## src/rtl/bucket_fetch_match.sv

```systemverilog
module bucket_fetch_match #(
  parameter int SLOTS  = 4,
  parameter int ID_W   = 8,
  parameter int ADDR_W = 16,
  parameter int KQ     = 4
) (
  input  logic              clk,
  input  logic              rst_n,
  input  logic              req_valid,
  output logic              req_ready,
  input  logic [ID_W-1:0]   req_id,
  input  logic [23:0]       req_key,
  output logic              mem_rd_en,
  output logic [ADDR_W-1:0] mem_addr,
  input  logic              mem_rd_valid,
  input  logic [71:0]       mem_rd_data,
  output logic              res_valid,
  output logic              res_hit,
  output logic [15:0]       res_port
);
  localparam int ENTRY_W = 40;
  localparam int WORD_W  = 72;
  localparam int BEATS   = (ENTRY_W*SLOTS + WORD_W - 1) / WORD_W;
  localparam int BW      = (BEATS > 1) ? $clog2(BEATS) : 1;
  localparam int KW      = (KQ > 1) ? $clog2(KQ) : 1;

  logic              busy;
  logic [BW-1:0]     ibeat;
  logic [ADDR_W-1:0] base;
  logic [BW-1:0]     rbeat;
  logic [WORD_W-1:0] wbuf [BEATS];
  logic [23:0]       kq [KQ];
  logic [KW-1:0]     wptr, rptr;
  logic [KW:0]       kcnt;

  logic last_issue, req_fire, pop;
  logic [BEATS*WORD_W-1:0] bucket;
  logic        hit_n;
  logic [15:0] port_n;

  assign last_issue = busy && (ibeat == BW'(BEATS-1));
  assign req_ready  = (!busy || last_issue) && (kcnt != (KW+1)'(KQ));
  assign req_fire   = req_valid && req_ready;
  assign pop        = mem_rd_valid && (rbeat == BW'(BEATS-1));
  assign mem_rd_en  = busy;
  assign mem_addr   = base + ADDR_W'(ibeat);

  always_ff @(posedge clk) begin
    if (!rst_n) begin
      busy  <= 1'b0;
      ibeat <= '0;
      base  <= '0;
    end else if (req_fire) begin
      busy  <= 1'b1;
      ibeat <= '0;
      base  <= ADDR_W'(req_id) * ADDR_W'(BEATS);
    end else if (busy) begin
      ibeat <= ibeat + 1'b1;
      if (last_issue) busy <= 1'b0;
    end
  end

  always_ff @(posedge clk) begin
    if (!rst_n) begin
      wptr <= '0;
      rptr <= '0;
      kcnt <= '0;
    end else begin
      if (req_fire) wptr <= (wptr == KW'(KQ-1)) ? '0 : wptr + 1'b1;
      if (pop)      rptr <= (rptr == KW'(KQ-1)) ? '0 : rptr + 1'b1;
      kcnt <= kcnt + (KW+1)'(req_fire) - (KW+1)'(pop);
    end
  end

  always_ff @(posedge clk) begin
    if (req_fire) kq[wptr] <= req_key;
  end

  always_ff @(posedge clk) begin
    if (!rst_n) rbeat <= '0;
    else if (mem_rd_valid) rbeat <= pop ? '0 : rbeat + 1'b1;
  end

  always_ff @(posedge clk) begin
    if (mem_rd_valid) wbuf[rbeat] <= mem_rd_data;
  end

  always_comb begin
    for (int b = 0; b < BEATS; b++)
      bucket[b*WORD_W +: WORD_W] = (rbeat == BW'(b)) ? mem_rd_data : wbuf[b];
  end

  always_comb begin
    hit_n  = 1'b0;
    port_n = '0;
    for (int i = SLOTS-1; i >= 0; i--) begin
      if (bucket[i*ENTRY_W+16 +: 24] == kq[rptr] && bucket[i*ENTRY_W +: 16] != 16'h0) begin
        hit_n  = 1'b1;
        port_n = bucket[i*ENTRY_W +: 16];
      end
    end
  end

  always_ff @(posedge clk) begin
    if (!rst_n) begin
      res_valid <= 1'b0;
      res_hit   <= 1'b0;
      res_port  <= '0;
    end else begin
      res_valid <= pop;
      if (pop) begin
        res_hit  <= hit_n;
        res_port <= port_n;
      end
    end
  end
endmodule

```

## config.mk

```make
export PLATFORM = sky130hd
export DESIGN_NAME = bucket_fetch_match
export DESIGN_NICKNAME = d
export VERILOG_FILES = /design/src/rtl/bucket_fetch_match.sv
export SDC_FILE = /design/constraint.sdc
export NUM_CORES = 1
export LEC_CHECK = 0
export BUFFER_PORTS_ARGS = -buffer_cell sky130_fd_sc_hd__clkbuf_2
export CORE_MARGIN = 1.5
export CORE_UTILIZATION = 28
export DETAILED_ROUTE_END_ITERATION = 8
export HOLD_SLACK_MARGIN = 0.06
export SLEW_MARGIN = 20
export SYNTH_ARGS = -nofsm -noshare
export SYNTH_HDL_FRONTEND = slang
export SYNTH_SLANG_ARGS = --single-unit
export TNS_END_PERCENT = 20
```

## constraint.sdc

```tcl
create_clock -name clk -period 13 [get_ports clk]
set_input_delay 1.3 -clock clk [delete_from_list [all_inputs] [get_ports clk]]
set_output_delay 1.3 -clock clk [all_outputs]
set_load 0.02 [all_outputs]
```

# Yosys cells after proc, flatten, opt, wreduce, memory -nomap -nowiden
# Memory sizes are Yosys's and may differ from the RTL's. A register that Yosys moved wholly into a read port is not among the register bits.
# Cells that the tools add are included.
word_totals:
  regBits: 40
  memories: 2
  wordCells: 70
  ram_bits: 312
classes:
  mul: 1
  bitwise_logic: 1
  addsub: 7
  mux: 23
  n_eq_ne: 10
  n_reduce_logical: 16
mem_list:
  columns: ["memory", "words", "width", "rd", "rd_ports_with_merged_regs", "wr", "line_no", "rtl"]
  rows:
  - ["wbuf", 3, 72, 3, 0, 1, "31", "logic [WORD_W-1:0] wbuf [BEATS];"]
  - ["kq", 4, 24, 1, 1, 1, "32", "logic [23:0] kq [KQ];"]
ops:
  columns: ["cell", "count"]
  rows:
  - ["$mux W72", 2]
  - ["$eq A24 B24 Y1", 4]
  - ["$mux W16", 5]
  - ["$reduce_bool A16 Y1", 4]
  - ["$add A10 B2 Y11", 1]
  - ["$mux W1", 11]
  - ["$mul A8 B2 Y10 const B", 1]
  - ["$mux W2", 5]
  - ["$add A2 B1 Y2 const B", 4]
  - ["$eq A2 B2 Y1 const B", 4]
  - ["$logic_and A1 B1 Y1", 8]
  - ["$add A3 B1 Y3", 1]
  - ["$ne A3 B3 Y1 const B", 1]
  - ["$sub A3 B1 Y3", 1]
  - ["$eq A2 B1 Y1 const B", 1]
  - ["$logic_not A2 Y1", 1]
  - ["$reduce_or A2 Y1", 1]
  - ["$logic_not A1 Y1", 1]
  - ["$logic_or A1 B1 Y1", 1]
  - ["$not A1 Y1", 1]

# Logic depth before layout (Yosys ltp)
# Gate-level depths: netlist of the first run.
depth:
  depth_word: 8
  ltp_mapped: 16

# Worst setup path before layout of the first run
# Ideal clock, no wire load.
synth_timing:
  path_type: "register -> register"
  startpoint: "register rbeat[1]"
  endpoint: "memory wbuf[1][0], enable pin"
  arrival_time_ns: 4.090
  setup_slack_ns: 8.472
  required_time_ns: 12.561
  setup_ns: 0.439
  path_stages_with_launch: 13
  period_less_slack_ns: 4.528
  path_cell_list: "dfxtp_1 > buf_4 > buf_6 > buf_4 > nor2b_4 > buf_6 > buf_6 > buf_4 > buf_6 > buf_4 > buf_4 > buf_1 > and2_1"
synth_lines:
  columns: ["item", "line_no", "rtl"]
  rows:
  - ["start, declared", "30", "logic [BW-1:0] rbeat;"]
  - ["start signal, assigned", "81", "else if (mem_rd_valid) rbeat <= pop ? '0 : rbeat + 1'b1;"]
  - ["end, declared", "31", null]
# Straight into the memory's write port.

==> impl_results.rst, run 1 <==
.. list-table::
   :header-rows: 1

   * - Metric
     - Value
   * - Io pins
     - 144
   * - Distinct cell type count after synthesis
     - 56
   * - Hold Fails Final Rpt
     - 0
   * - Buf+Inv Stages, Crit Path
     - 1
   * - Ranking of synthesized cells by area
     - sky130_fd_sc_hd__edfxtp_1 (53%), sky130_fd_sc_hd__mux2i_1 (8.3%), sky130_fd_sc_hd__dfxtp_1 (5.8%), sky130_fd_sc_hd__xnor2_1 (4.5%), sky130_fd_sc_hd__mux4_2 (3.7%)
   * - Worst clock skew on the final layout
     - 21.6 ps
   * - Most used flip-flop cell after synthesis
     - sky130_fd_sc_hd__edfxtp_1
   * - Estimated wirelength of the detail-placed design
     - 31,500 um
   * - Core Area
     - 51,300 um^2
   * - Routed length on met3
     - 3250 um
   * - Die Ht
     - 231 um
   * - Cell depth of the worst flop-to-flop path
     - 8
   * - Total negative slack for setup checks
     - 0 ps
   * - Delay of the slowest critical-path stage
     - 970 ps
   * - Average via count per standard cell
     - 5.10
   * - Pins over their slew limit
     - 0
   * - Clock latency at the later pin of the worst-skew pair
     - 560 ps
   * - Period utilization
     - 0.333
   * - Total clock sinks
     - 298
   * - Post-CTS sizing
     - 0
   * - Slowest stage cell on the critical path
     - sky130_fd_sc_hd__or4_1
   * - Mean cell area of the mapped netlist
     - 13.4 um^2
   * - Post-CTS setup buffers
     - 0
   * - Synthesized flop and latch total
     - 298
   * - Cell with the most instances after synthesis
     - sky130_fd_sc_hd__edfxtp_1
   * - Worst IR Drop VDD
     - 83.3 uV
   * - Pwr Density
     - 151 nW/um^2
   * - Total Routing Usage GR
     - 0.166
   * - Total power
     - 2.56 mW
   * - Via total after detailed routing
     - 9,821
   * - Critical Setup Path Class
     - reg -> reg
   * - Met2 wirelength from detailed routing
     - 21,600 um
   * - Number of enable flip-flop cells after synthesis
     - 256
   * - Worst slew margin
     - 0.290
   * - Hold Crit Endpoint
     - base[0]
   * - TritonCTS buffer count
     - 36
   * - Gate count of the mapped netlist
     - 1,082
   * - Antenna violations before repair
     - 14
   * - Share of post-route cells with drive strength above 1
     - 0.197
   * - Floorplan die area
     - 53,200 um^2
   * - Uppermost layer routed
     - met5
   * - Final Critical Period
     - 4320 ps
   * - Ordered cell list for the critical path
     - buf_4 > mux4_2 > xnor2_1 > nor4_1 > nand2_1 > or4_1 > a211o_1 > a22o_1
   * - Routed WL
     - 44,300 um
   * - Final RePlAce weighted congestion
     - 0.886
   * - Wire length of the first global-routing pass
     - 65,900 um
   * - Cell depth of the worst hold path
     - 2
   * - Max FO, Critical Path
     - 24
   * - Effective utilization at floorplan
     - 0.283
   * - Clock-pin transition on the worst setup and hold timing paths
     - 60 ps
   * - Ys Warns
     - 0
   * - Top cell type by total area after synthesis
     - sky130_fd_sc_hd__edfxtp_1
   * - Leakage power of the design
     - 5.95 nW
   * - Achievable clock frequency
     - 231 MHz
   * - Worst hold path startpoint
     - base[0]
   * - Endpoint of the worst-slack reg-to-reg timing path
     - res_port[9]
   * - Total number of nets in the final design
     - 1,345
   * - Worst setup slack for register-to-register paths
     - 8680 ps
   * - Number of standard-cell rows in the floorplan
     - 83
   * - First-pass detailed-route iteration total
     - 5
   * - Clock root buffer master
     - sky130_fd_sc_hd__clkbuf_16
   * - Initial drt markers
     - 702
   * - Count of hold-fix buffers inserted at cts
     - 0
   * - Outcome
     - finished clean
   * - Drc violations
     - 0
   * - Worst Path Arrival
     - 4780 ps
   * - Die span in x
     - 231 um
   * - Leading post-synthesis cells by instance count
     - sky130_fd_sc_hd__edfxtp_1 (256), sky130_fd_sc_hd__mux2i_1 (120), sky130_fd_sc_hd__xnor2_1 (74)
   * - Detailed-route wire length on metal 1
     - 18,400 um
   * - Share of flip-flops with an asynchronous set or reset after synthesis
     - 0
   * - Clock tree buffer depth
     - 3
   * - Startpoint class of the critical path
     - register
   * - Worst path top cell family by delay
     - simple AND/OR/NAND/NOR gates
   * - Final count of negative-setup-slack endpoints
     - 0
   * - Share of the synthesized area in the top cell type
     - 0.529
   * - Required time of the critical path
     - 13,460 ps
   * - Worst-Margin Slew
     - 1060 ps
   * - Crit end category
     - register
   * - Setup repair after global routing missed its margin
     - false
   * - Global route total overflow
     - 0
   * - Max-capacitance violation count
     - 0
   * - Largest net degree at the start of global routing
     - 74
   * - Post-DRT Antenna Nets
     - 0
   * - Number of port buffers
     - 138
   * - Layout area overhead
     - 17.1%
   * - Via count of the first global-routing pass
     - 9,964
   * - Seq/Total Area, Yosys
     - 0.587
   * - Deepest level of the CTS H-tree
     - 2
   * - Clock tree from TritonCTS
     - built
   * - Post-detailed-route wirelength per cell
     - 23.0 um
   * - Worst hold-check path type
     - reg -> reg
   * - Utilization of the core after routing
     - 0.331
   * - Mapped cell area
     - 14,500 um^2
==> power by group <==
group / internal (mW) / switching, mW / total (mW)
Combinational: 0.160 / 0.276 / 0.436
Sequential: 1.12 / 0.0296 / 1.15
Clock: 0.567 / 0.414 / 0.981
Total: 1.84 / 0.720 / 2.56
==> metrics by stage <==
stage	hold slack [ps]	setup WS [ps]	std cells	cell area, um^2
after floorplan	447	8470	1086	14500
after global placement	462	8450	1856	15800
after detailed placement	476	8460	1856	15800
after CTS	483	8550	1920	17000
after global routing	524	8430	1924	17000
final	474	8680	1924	17000
==> registers in the layout, indices dropped and copies added (netlist names), named ones only <==
name and flops:
ibeat 2, mem_rd_en 1, kcnt 3, rptr 2, base 10, res_port 16
wptr 2, rbeat 2, wbuf 160, kq 96, res_hit 1, res_valid 1
==> placed cells by master, fill, tap and decap left out, types with 13 or more instances in the layout <==
master                      Yosys  final
sky130_fd_sc_hd__a21oi_1       39     39
sky130_fd_sc_hd__buf_4         13     15
sky130_fd_sc_hd__mux2i_1      120    120
sky130_fd_sc_hd__clkbuf_2       0    138
sky130_fd_sc_hd__inv_1         19     19
sky130_fd_sc_hd__o21ai_0       41     41
sky130_fd_sc_hd__nor4_1        60     60
sky130_fd_sc_hd__and3_1        19     19
sky130_fd_sc_hd__ha_1          19     19
sky130_fd_sc_hd__a22o_1        16     16
sky130_fd_sc_hd__nor3_1        22     21
sky130_fd_sc_hd__a211o_1       16     16
sky130_fd_sc_hd__o21a_1        13     13
sky130_fd_sc_hd__xnor2_1       74     74
sky130_fd_sc_hd__nand2_1       57     57
sky130_fd_sc_hd__edfxtp_1     256    256
sky130_fd_sc_hd__xor2_1        18     18
sky130_fd_sc_hd__clkbuf_16      0     36
sky130_fd_sc_hd__o21ai_1       17     17
sky130_fd_sc_hd__or3_1         29     29
sky130_fd_sc_hd__dfxtp_1       42     42
sky130_fd_sc_hd__mux4_2        24     24
==> final cells by class <==
| cell class | instances | area, um^2 |
|---|---|---|
| fill | 5168 | 34300 |
| sequential | 298 | 8530 |
| multi-input combinational | 706 | 5570 |
| clock buffer | 48 | 996 |
| tap | 680 | 851 |
| timing repair buffer | 154 | 823 |
| clock inverter | 16 | 159 |
| inverter | 19 | 71.3 |
| antenna | 3 | 7.51 |
==> metal layers <==
layer / vias to the layer above / GRT usage
li1: 4452 / -
met1: 4909 / 0.208
met2: 355 / 0.279
met3: 85 / 0.0452
met4: 20 / 0.0460
met5: - / 0
==> worst max-delay path by stage <==
| stage | to | slack [ps] | cells past startpoint | start |
|---|---|---|---|---|
| global route | res_port[5] | 8430 | 8 | register |
| global placement | res_port[11] | 8450 | 8 | mem_rd_data[28] |
| floorplan | wbuf[1][0] | 8470 | 12 | rbeat[1] |
| detailed placement | res_port[0] | 8460 | 8 | mem_rd_data[28] |
| CTS | res_port[9] | 8550 | 8 | register |
| finish | res_port[9] | 8680 | 8 | register |
==> cell families after synthesis <==
group / after synthesis / share of synthesized area
other cells: 1 / 0.000258
simple gates: 262 / 0.105
flops: 298 / 0.587
xor+xnor: 92 / 0.0555
buf+inv: 82 / 0.0314
compound gates: 181 / 0.0804
mux: 144 / 0.120
fa+ha+maj: 22 / 0.0205
==> worst reg2reg max path: cells and delay by family (launching register included) <==
kind / cells / cell delay [ps]
AO/OA/AOI/OAI: 2 / 580
buffers and inverters: 1 / 410
multiplexers: 1 / 690
flip-flops: 1 / 300
AND/OR/NAND/NOR: 3 / 2060
XOR/XNOR: 1 / 170
Note: power is estimated with default switching activity, not from simulation.
==> run 2: changes to the inputs <==
Clock period 13 ns to 4.5 ns, I/O delays scaled along.
==> impl_results.rst, run 2 (same netlist as run 1, synthesis figures left out) <==
.. list-table::
   :header-rows: 1

   * - Metric
     - Value
   * - Max FO, Critical Path
     - 47
   * - Core Area
     - 51,300 um^2
   * - Worst-Margin Slew
     - 1060 ps
   * - Worst slew margin
     - 0.291
   * - Initial drt markers
     - 825
   * - Total negative slack for setup checks
     - 0 ps
   * - Setup repair after global routing missed its margin
     - false
   * - Average via count per standard cell
     - 5.14
   * - Final RePlAce weighted congestion
     - 0.902
   * - Via count of the first global-routing pass
     - 9,903
   * - Cell depth of the worst hold path
     - 1
   * - Filler cell count in the final layout
     - 5,106
   * - Largest net degree at the start of global routing
     - 74
   * - Critical Setup Path Class
     - reg -> reg
   * - Startpoint of the most critical register-to-register path
     - rbeat[1]
   * - Routed WL
     - 44,600 um
   * - First-pass detailed-route iteration total
     - 5
   * - Final count of negative-setup-slack endpoints
     - 0
   * - Crit end category
     - register
   * - Effective utilization at floorplan
     - 0.283
   * - Clock root buffer master
     - sky130_fd_sc_hd__clkbuf_16
   * - Leakage power of the design
     - 5.98 nW
   * - Drc violations
     - 0
   * - Total clock sinks
     - 298
   * - Layer with the highest usage
     - met2
   * - Global route total overflow
     - 0
   * - Largest register by flop count
     - wbuf
   * - Achievable clock frequency
     - 263 MHz
   * - Commonest cells after routing, fill and taps aside
     - sky130_fd_sc_hd__edfxtp_1 (256), sky130_fd_sc_hd__clkbuf_2 (138), sky130_fd_sc_hd__mux2i_1 (120)
   * - Outcome
     - finished clean
   * - Io pins
     - 144
   * - Wire length of the first global-routing pass
     - 65,600 um
   * - Floorplan die area
     - 53,200 um^2
   * - Endpoint of the worst-slack reg-to-reg timing path
     - res_port[8]
   * - Final std cells w/o fill
     - 1,931
   * - Number of flip-flops under the largest register name
     - 160
   * - Required time of the critical path
     - 4910 ps
   * - Hold Fails Final Rpt
     - 0
   * - Met1 demand-to-capacity share in global routing
     - 0.215
   * - Antenna violations before repair
     - 8
   * - Via total after detailed routing
     - 9,923
   * - Cells after DPL
     - 1,866
   * - Startpoint class of the critical path
     - register
   * - Share of post-route cells with drive strength above 1
     - 0.201
   * - Hold Crit Endpoint
     - kq[0][2]
   * - Number of standard-cell rows in the floorplan
     - 83
   * - TritonCTS buffer count
     - 35
   * - Global routing met3 resource utilization
     - 0.0396
   * - Cell depth of the worst flop-to-flop path
     - 10
   * - Most frequent standard cell in the layout excluding fill and tap cells
     - sky130_fd_sc_hd__edfxtp_1
   * - Period utilization
     - 0.846
   * - Utilization of the core after routing
     - 0.332
   * - Worst hold path startpoint
     - req_key[2]
   * - Die Ht
     - 231 um
   * - Met2 Usage GRT
     - 0.280
   * - Clock tree from TritonCTS
     - built
   * - Count of hold-fix buffers inserted at cts
     - 0
   * - Number of port buffers
     - 138
   * - Max-capacitance violation count
     - 0
   * - Total Routing Usage GR
     - 0.165
   * - Pwr Density
     - 430 nW/um^2
   * - Post-CTS sizing
     - 0
   * - Worst Path Arrival
     - 4210 ps
   * - Layout area overhead
     - 17.4%
   * - Estimated wirelength of the detail-placed design
     - 32,300 um
   * - Deepest level of the CTS H-tree
     - 2
   * - Clock-pin transition on the worst setup and hold timing paths
     - 60 ps
   * - Total power
     - 7.32 mW
   * - Post-DRT Antenna Nets
     - 0
   * - Die span in x
     - 231 um
   * - Final Critical Period
     - 3810 ps
   * - Clock latency at the later pin of the worst-skew pair
     - 520 ps
   * - Largest registers in the final layout
     - wbuf (160), kq (96), res_port (16)
   * - Total number of nets in the final design
     - 1,354
   * - Worst setup slack for register-to-register paths
     - 690 ps
   * - Clock tree buffer depth
     - 3
   * - Worst IR Drop VDD
     - 223 uV
   * - Post-CTS setup buffers
     - 0
   * - Worst hold-check path type
     - in -> reg
   * - Pins over their slew limit
     - 0
   * - Worst clock skew on the final layout
     - 12.4 ps
   * - Post-detailed-route wirelength per cell
     - 23.1 um
==> run 2: how the worst max path moves through the flow <==
stage | from | to
after global placement | rbeat[1] | res_port[7]
after CTS | rbeat[1] | res_port[8]
after global routing | rbeat[1] | res_port[8]
after detailed placement | rbeat[1] | res_port[8]
after floorplan | rbeat[1] | wbuf[0][0]
final | rbeat[1] | res_port[8]
==> run 2: where the power goes <==
group          switching (mW)  total (mW)  internal [mW]
Sequential             0.0846        3.31           3.23
Combinational           0.812        1.28          0.472
Clock                    1.11        2.72           1.62
Total                    2.00        7.32           5.32
==> run 2: stage by stage <==
step | hold slack (ps) | area (um^2) | setup slack (ps)
6_report | 135 | 17000 | 694
5_1_grt | 128 | 17000 | 558
4_1_cts | 113 | 17000 | 747
3_5_place_dp | 491 | 15900 | 759
3_3_place_gp | 468 | 15900 | 764
2_1_floorplan | 447 | 14500 | 91.4
==> run 2: layout make-up <==
cell class	instances	area [um^2]	area share
flip-flops and latches	298	8530	0.501
multi-input cells	706	5570	0.327
clock buffers	47	962	0.0565
repair buffers	164	918	0.0539
well taps	680	851	0.0499
clock inverters	15	135	0.00793
inverters	19	71.3	0.00419
diodes	2	5.00	0.000294
==> run 2: worst max-delay path, stage by stage (launching register included) <==
cell                      delay (ps)
sky130_fd_sc_hd__dfxtp_1         340
sky130_fd_sc_hd__buf_4           290
sky130_fd_sc_hd__nor2_4          640
sky130_fd_sc_hd__mux2i_1         340
sky130_fd_sc_hd__xnor2_1         110
sky130_fd_sc_hd__nor4_1          730
sky130_fd_sc_hd__nand4_1         250
sky130_fd_sc_hd__nor3_2          220
sky130_fd_sc_hd__buf_4           380
sky130_fd_sc_hd__a21oi_1         130
sky130_fd_sc_hd__a22o_1          200
==> run 2: metal layers <==
metal / wire (um) / up-vias
li1: - / 4479
met1: 19200 / 4998
met2: 21400 / 374
met3: 3210 / 60
met4: 706 / 12
met5: 81 / -
